<file path="config.mk">
export PLATFORM = sky130hd
export DESIGN_NAME = irq_pos_arbiter
export DESIGN_NICKNAME = d
export VERILOG_FILES = /design/src/rtl/irq_arb_pkg.sv /design/src/rtl/irq_elig.sv /design/src/rtl/irq_pick.sv /design/src/rtl/irq_ack_fsm.sv /design/src/rtl/irq_pos_arbiter.sv
export SDC_FILE = /design/constraint.sdc
export NUM_CORES = 1
export LEC_CHECK = 0
export BUFFER_PORTS_ARGS = -buffer_cell sky130_fd_sc_hd__clkbuf_2
export CAP_MARGIN = 20
export CELL_PAD_IN_SITES_DETAIL_PLACEMENT = 1
export CELL_PAD_IN_SITES_GLOBAL_PLACEMENT = 2
export CORE_UTILIZATION = 25
export CTS_BUF_LIST = sky130_fd_sc_hd__clkbuf_4
export DETAILED_ROUTE_END_ITERATION = 16
export PLACE_DENSITY = 0.8
export SYNTH_ARGS = -nofsm -noshare
export SYNTH_HDL_FRONTEND = slang
export SYNTH_SLANG_ARGS = --single-unit
</file>
<file path="constraint.sdc">
create_clock -name clk -period 5.5 [get_ports clk]
set_clock_uncertainty 0.05 [all_clocks]
set_input_delay 0.825 -clock clk [delete_from_list [all_inputs] [get_ports clk]]
set_output_delay 0.825 -clock clk [all_outputs]
set_load 0.005 [all_outputs]
</file>
<file path="src/rtl/irq_arb_pkg.sv">
package irq_arb_pkg;
  localparam int LVL_W   = 2;
  localparam int NUM_LVL = 4;
  localparam int VEC_W   = 9;

  typedef enum logic {
    S_IDLE = 1'b0,
    S_HOLD = 1'b1
  } ack_state_e;
endpackage

</file>
<file path="src/rtl/irq_elig.sv">
module irq_elig
  import irq_arb_pkg::*;
#(
  parameter int N_DEV = 8
) (
  input  logic [N_DEV-1:0]       req,
  input  logic [N_DEV*LVL_W-1:0] lvl,
  input  logic [LVL_W-1:0]       mask,
  output logic [N_DEV-1:0]       elig
);
  // A device competes only if its level is strictly above the processor's current priority.
  for (genvar g = 0; g < N_DEV; g++) begin : g_dev
    assign elig[g] = req[g] && (lvl[g*LVL_W +: LVL_W] > mask);
  end
endmodule

</file>
<file path="src/rtl/irq_pick.sv">
module irq_pick
  import irq_arb_pkg::*;
#(
  parameter int N_DEV = 8,
  localparam int IDX_W = (N_DEV > 1) ? $clog2(N_DEV) : 1
) (
  input  logic [N_DEV-1:0]       elig,
  input  logic [N_DEV*LVL_W-1:0] lvl,
  output logic                   found,
  output logic [IDX_W-1:0]       idx
);
  logic [LVL_W-1:0] top_lvl;

  // First key: the highest level that any eligible device carries.
  always_comb begin
    top_lvl = '0;
    found   = 1'b0;
    for (int l = 0; l < NUM_LVL; l++) begin
      for (int i = 0; i < N_DEV; i++) begin
        if (elig[i] && (lvl[i*LVL_W +: LVL_W] == LVL_W'(l))) begin
          top_lvl = LVL_W'(l);
          found   = 1'b1;
        end
      end
    end
  end

  // Second key: the nearest device at that level. The downward scan leaves the lowest index.
  always_comb begin
    idx = '0;
    for (int i = N_DEV - 1; i >= 0; i--) begin
      if (elig[i] && (lvl[i*LVL_W +: LVL_W] == top_lvl)) begin
        idx = IDX_W'(i);
      end
    end
  end
endmodule

</file>
<file path="src/rtl/irq_ack_fsm.sv">
module irq_ack_fsm
  import irq_arb_pkg::*;
#(
  parameter int N_DEV = 8,
  localparam int IDX_W = (N_DEV > 1) ? $clog2(N_DEV) : 1
) (
  input  logic                   clk,
  input  logic                   rst,
  input  logic                   iack,
  input  logic                   found,
  input  logic [IDX_W-1:0]       idx,
  input  logic [N_DEV*VEC_W-1:0] dev_vec,
  output logic [N_DEV-1:0]       grant,
  output logic [VEC_W-1:0]       vec_out,
  output logic                   vec_valid
);
  ack_state_e       st_q;
  logic [N_DEV-1:0] grant_q;
  logic [VEC_W-1:0] vec_q;
  logic             valid_q;
  logic [VEC_W-1:0] win_vec;

  assign win_vec = dev_vec[idx*VEC_W +: VEC_W];

  always_ff @(posedge clk) begin
    if (rst) begin
      st_q    <= S_IDLE;
      grant_q <= '0;
      vec_q   <= '0;
      valid_q <= 1'b0;
    end else begin
      grant_q <= '0;
      valid_q <= 1'b0;
      case (st_q)
        S_IDLE: begin
          if (iack) begin
            st_q <= S_HOLD;
            if (found) begin
              grant_q <= N_DEV'(1) << idx;
              vec_q   <= {win_vec[VEC_W-1:1], 1'b0};
              valid_q <= 1'b1;
            end
          end
        end
        default: begin
          if (!iack) st_q <= S_IDLE;
        end
      endcase
    end
  end

  assign grant     = grant_q;
  assign vec_out   = vec_q;
  assign vec_valid = valid_q;


  grant_onehot_chk: assert property (@(posedge clk) disable iff (rst) $onehot0(grant_q));

  grant_pulse_chk: assert property (@(posedge clk) disable iff (rst) (|grant_q) |=> (grant_q == '0));

  grant_after_ack_chk: assert property (@(posedge clk) disable iff (rst) (|grant_q) |-> $past(iack));

  vec_align_chk: assert property (@(posedge clk) disable iff (rst) valid_q |-> !vec_q[0]);

  vec_hold_chk: assert property (@(posedge clk) disable iff (rst) !valid_q |=> (valid_q || $stable(vec_q)));

  hold_no_grant_chk: assert property (@(posedge clk) disable iff (rst) (st_q == S_HOLD) |=> (grant_q == '0));
endmodule

</file>
<file path="src/rtl/irq_pos_arbiter.sv">
module irq_pos_arbiter
  import irq_arb_pkg::*;
#(
  parameter int N_DEV = 8
) (
  input  logic                   clk,
  input  logic                   rst,
  input  logic [N_DEV-1:0]       dev_req,
  input  logic [N_DEV*LVL_W-1:0] dev_lvl,
  input  logic [N_DEV*VEC_W-1:0] dev_vec,
  input  logic [LVL_W-1:0]       cur_mask,
  input  logic                   iack,
  output logic [N_DEV-1:0]       grant,
  output logic [VEC_W-1:0]       vec_out,
  output logic                   vec_valid
);
  localparam int IDX_W = (N_DEV > 1) ? $clog2(N_DEV) : 1;

  logic [N_DEV-1:0] elig;
  logic             found;
  logic [IDX_W-1:0] idx;

  irq_elig #(.N_DEV(N_DEV)) u_elig (
    .req (dev_req),
    .lvl (dev_lvl),
    .mask(cur_mask),
    .elig(elig)
  );

  irq_pick #(.N_DEV(N_DEV)) u_pick (
    .elig (elig),
    .lvl  (dev_lvl),
    .found(found),
    .idx  (idx)
  );

  irq_ack_fsm #(.N_DEV(N_DEV)) u_fsm (
    .clk      (clk),
    .rst      (rst),
    .iack     (iack),
    .found    (found),
    .idx      (idx),
    .dev_vec  (dev_vec),
    .grant    (grant),
    .vec_out  (vec_out),
    .vec_valid(vec_valid)
  );


  grant_eligible_chk: assert property (@(posedge clk) disable iff (rst)
    (|grant) |-> ((grant & $past(dev_req)) == grant));

  valid_matches_grant_chk: assert property (@(posedge clk) disable iff (rst) vec_valid == (|grant));
endmodule

</file>
======== Word-level counts from Yosys, hierarchy flattened ========
Cells that the tools add are included.
word-level totals
  bits in registers ....................... 18
  input bits .............................. 101
  output and inout port bits .............. 18
operators by class
  $mul .................................... 1
  order comparisons ....................... 8
  eq/ne operators ......................... 32
  shift-type cells ........................ 2
  mux-type cells .......................... 66
  bitwise operators ....................... 3
  reductions and logical operators ........ 59
operators by type and width
  kind                                                                   number
  72-bit by 8-bit indexed part select with 9-bit output                  1
  1-bit logical AND                                                      48
  1-bit 2-to-1 mux                                                       42
  2-bit equality test, second input constant                             16
  2-bit 2-to-1 mux                                                       16
  3-bit 2-to-1 mux                                                       8
  2-bit by 1-bit equality test with 1-bit output, second input constant  8
  2-bit equality test                                                    8
  2-bit greater-than comparator                                          8
  2-bit logical NOT                                                      8
  1-bit by 3-bit left shift with 8-bit output, first input constant      1
  3-bit by 4-bit multiplier with 7-bit output, second input constant     1
  4-bit OR reduction                                                     1
  1-bit inverter                                                         3
  3-bit AND reduction                                                    1
  3-bit OR reduction                                                     1

======== Longest topological paths before layout ========
  depth after elaboration ................. 39
  mapped depth ............................ 15
  gate-level depth less buffers ........... 13

======== Cells and area by module ========
A second synthesis with hierarchy kept.
unflattened totals
  cells, all modules ...................... 242
  area, all modules ....................... 2069.5 µm²
by module, submodules not included
  module       times used  cells an instance  area an instance (µm²)  seq. area each (µm²)
  irq_ack_fsm  1           122                1172.4                  360.3
  irq_pick     1           71                 503.0                   0.0
  irq_elig     1           49                 394.1                   0.0

======== Worst setup path before layout ========
Ideal clock, no wire load.
  path type ............................... input-to-reg
  start point ............................. input cur_mask[1]
  end point ............................... register u_fsm.vec_q[1], in the netlist u_fsm.vec_out[1]
  setup time .............................. 130 ps
  arrival ................................. 3878 ps
  required time ........................... 5320 ps
  slack ................................... 1442 ps
  stages on the path ...................... 14
  path through ............................ inv_1 > ha_1 > nor2b_1 > o211ai_4 > o32ai_1 > a2111oi_4 > a311oi_1 > a2111oi_1 > a21boi_2 > nand2_2 > buf_2 > mux2_4 > o221ai_1 > o211ai_1
on the way
  word-level cells in the longest chain between the ends .. 39
  elaborated cells between the ends (all ways) .. 131
RTL lines
  item                                                   line                   RTL
  start: declaration                                     irq_pos_arbiter.sv:11  input logic [LVL_W-1:0] cur_mask,
  2-bit greater-than comparator                          irq_elig.sv:13         assign elig[g] = req[g] && (lvl[g*LVL_W +: LVL_W] > mask);
  1-bit logical AND                                      irq_elig.sv:13
  1-bit logical AND                                      irq_pick.sv:20         if (elig[i] && (lvl[i*LVL_W +: LVL_W] == LVL_W'(l))) begin
  1-bit 2-to-1 mux (8 in series)                         irq_pick.sv:20
  2-bit 2-to-1 mux (16 in series)                        irq_pick.sv:20
  2-bit equality test                                    irq_pick.sv:32         if (elig[i] && (lvl[i*LVL_W +: LVL_W] == top_lvl)) begin
  1-bit logical AND                                      irq_pick.sv:32
  3-bit 2-to-1 mux (8 in series)                         irq_pick.sv:32
  3-bit by 4-bit multiplier with 7-bit output            irq_ack_fsm.sv:23      assign win_vec = dev_vec[idx*VEC_W +: VEC_W];
  72-bit by 8-bit indexed part select with 9-bit output  irq_ack_fsm.sv:23
  end signal: assignment                                 irq_ack_fsm.sv:40      vec_q <= {win_vec[VEC_W-1:1], 1'b0};
  end: declaration                                       irq_ack_fsm.sv:19      logic [VEC_W-1:0] vec_q;
Parallel ways exist; a longest one is shown, timed or not.
A chain may end at the register's enable or synchronous reset.

======== Final worst setup path ========
  start point ............................. input cur_mask[1]
  end point ............................... register u_fsm.vec_q[7], in the netlist u_fsm.vec_out[7]
Same word-level chain as after synthesis.

==> run metrics <==
reg2reg setup slack=3770 ps; number of diodes=0; Mapped Area=0.00238 mm^2; Post-Layout Cell Count=539; Fin Setup TNS=0 ps; Initial DRC Count=55; worst path required time=5630 ps; fin util=33.9%; hold depth=2; mux share of post-synthesis cell area=3.53%; cts repair resizes=0; Reg-to-Reg Start=u_fsm.st_q$_SDFF_PP0_; Slew @ Worst Pin=755 ps; leading area contributor after synthesis=dfxtp_1; Final Cycle Share=83.9%; max-slew violations=0; Net Sw Frac=46.4%; routed via count=2806; Worst Setup Start Kind=input port; Switch Pwr=291 uW; Worst-Skew Late Latency=290 ps; IO buf count=109; CTS root buf=clkbuf_4; RSZ-0062 raised after global routing=false; Post-Synth Simple-Gate Area=26.6%; share of post-route cells with drive strength above 1=37.6%; status=complete, no violations; Setup crit end kind=flip-flop; Power Density=200 mW/mm^2; vias per cell=5.21; Slew HR=49.3%; post-place setup slack=547 ps; commonest non-fill, non-tap cell in the layout=clkbuf_2; first-pass GRT wire length=14.2 mm; largest net degree at the start of global routing=16; Final Hold Viols=0; portion of total power attributed to combinational logic=63.6%; Num CTS Buffers=3; Seq cells post-synth=18; final setup fails=0; total gr overflow=0; IO Pins=119; setup fix buffers added after clock tree synthesis=0; CTS tree=yes; crit path DAT=4740 ps; post-synthesis adder-cell area fraction=8.43%; clock sinks=18; # Max-Cap Violations=0; hpwl dp=7.40 mm; vias in the first global route=2884; Ys Warns=0; sequential power share=25.6%; Distinct cells, synth=65; Die Span X=99.5 um; Clock Power Share=10.8%; Final WS setup=888 ps; Max Fclk=0.217 GHz; r2r endpoint=u_fsm.vec_out[8]$_SDFFE_PP0P_; hold path endpoint=u_fsm.vec_out[5]$_SDFFE_PP0P_; cells after synthesis=296; number of flops mapped to enable cells by yosys=0; total wire length=8.78 mm; DRC violations left=0; Post-CTS Hold Fix Bufs=0; HP Class=reg -> reg; ys async rst share=0%; Pint=336 uW; Worst R2R Path Depth=5; post-synth top area share=15.2%; Pwr Total=627 uW; Synth Area per Inst=8.03 um^2; top post-synthesis cells by area=dfxtp_1 15%, ha_1 8.4%, o2111ai_1 7.0%; drt wl/cell=16.3 um; WS Path Type=in -> reg; syn_nets=413; FP Rows=35; antenna-violating nets left=0; Inst Count DP=535; clk buf depth=2; Initial Util=25.7%; sequential fraction of the synthesis area=15.2%; post-route cell area=0.00313 mm^2; final net count=528; GRT Util Overall=17.9%; Min-Delay Startpoint=u_fsm.vec_out[5]$_SDFFE_PP0P_; Max rail drop VDD=0.0584 mV; Main synth FF type=dfxtp_1; Core ar.=0.00924 mm^2; synth-to-layout area growth=31.7%; main combinational cell family by area after synthesis=compound AO/OA/AOI/OAI gates; chip height=99.5 um; compound-cell area share of the yosys netlist=41.8%; die area=0.00990 mm^2; dpl cell area=0.00310 mm^2; min cycle time layout=4610 ps; clock-pin slew on the worst setup and hold paths=110 ps; DR pass1 iterations=4; final RePlAce weighted congestion=0.805; Synth Area in XOR/XNOR=0.369%; Min Hold Slack=434 ps; most frequent cells in the layout=109 x clkbuf_2, 33 x nand2_1, 22 x nand3_1, 19 x o2111ai_1, 18 x dfxtp_1; H-Tree Level Count=1; initial antenna violation count=0; Crit Path Max Fanout=15; P_leak=1.39 nW
## worst max path at each step
stage                startpoint                             to
detailed placement  cur_mask[1]  u_fsm.vec_out[8]$_SDFFE_PP0P_
finish              cur_mask[1]  u_fsm.vec_out[7]$_SDFFE_PP0P_
global route        cur_mask[1]  u_fsm.vec_out[8]$_SDFFE_PP0P_
global placement    cur_mask[1]  u_fsm.vec_out[7]$_SDFFE_PP0P_
floorplan           cur_mask[1]  u_fsm.vec_out[1]$_SDFFE_PP0P_
CTS                 cur_mask[1]  u_fsm.vec_out[8]$_SDFFE_PP0P_
## cell families (layout without fill, tap and decap cells)
family / Yosys count / after routing
AND/OR/NAND/NOR: 120 / 120
other: 1 / 1
flip-flops: 18 / 18
XOR/XNOR: 1 / 1
buffers and inverters: 22 / 136
multiplexers: 7 / 7
AO/OA/AOI/OAI: 111 / 111
adder cells (fa/ha/maj): 16 / 16
## Yosys cell counts (10+ instances only)
cell,n
nand2_1,33
nand3_1,22
o2111ai_1,19
dfxtp_1,18
ha_1,16
inv_1,16
nor2_1,16
a21oi_1,12
nor2b_1,12
o21ai_0,10
## area by class of cell
type | count | area [um^2]
Timing Repair Buffer | 116 | 598
Multi-Input combinational cell | 256 | 1920
Inverter | 16 | 60.1
Tap cell | 129 | 161
Fill cell | 1183 | 6110
Sequential cell | 18 | 360
Clock inverter | 1 | 3.75
Clock buffer | 3 | 22.5
## power groups by stage
| stage | combinational (mW) | sequential, mW | clock (mW) |
|---|---|---|---|
| 2_1_floorplan | 0.249 | 0.164 | 0 |
| 6_report | 0.398 | 0.161 | 0.0677 |
| 4_1_cts | 0.402 | 0.161 | 0.0720 |
| 3_3_place_gp | 0.392 | 0.163 | 0 |
| 5_1_grt | 0.443 | 0.163 | 0.0777 |
| 3_5_place_dp | 0.400 | 0.164 | 0 |
## state kept, by name, indices dropped and copies added (netlist names)
register / cells
u_fsm.vec_out: 8
u_fsm.grant: 8
u_fsm.vec_valid: 1
u_fsm.st_q: 1
## metal layers
layer / share of wire (%) / vias up / GRT usage (%)
met5: 0 / - / 0
met4: 0.65 / 0 / 2.71
met3: 3.9 / 6 / 2.88
met2: 52 / 64 / 32.0
met1: 44 / 1338 / 23.0
li1: - / 1398 / -
## critical path, stage by stage
cell and delay [ps]:
clkbuf_2 80, inv_1 280, ha_1 320, nor2b_1 150, o211ai_2 250, o22ai_1 190, nor4_4 670, nand2_1 310
o32ai_2 520, o311ai_4 120, buf_4 220, nand2_2 160, mux2_2 360, o22ai_1 180, o211ai_1 120
No activity file was read; power rests on OpenSTA's default activity.
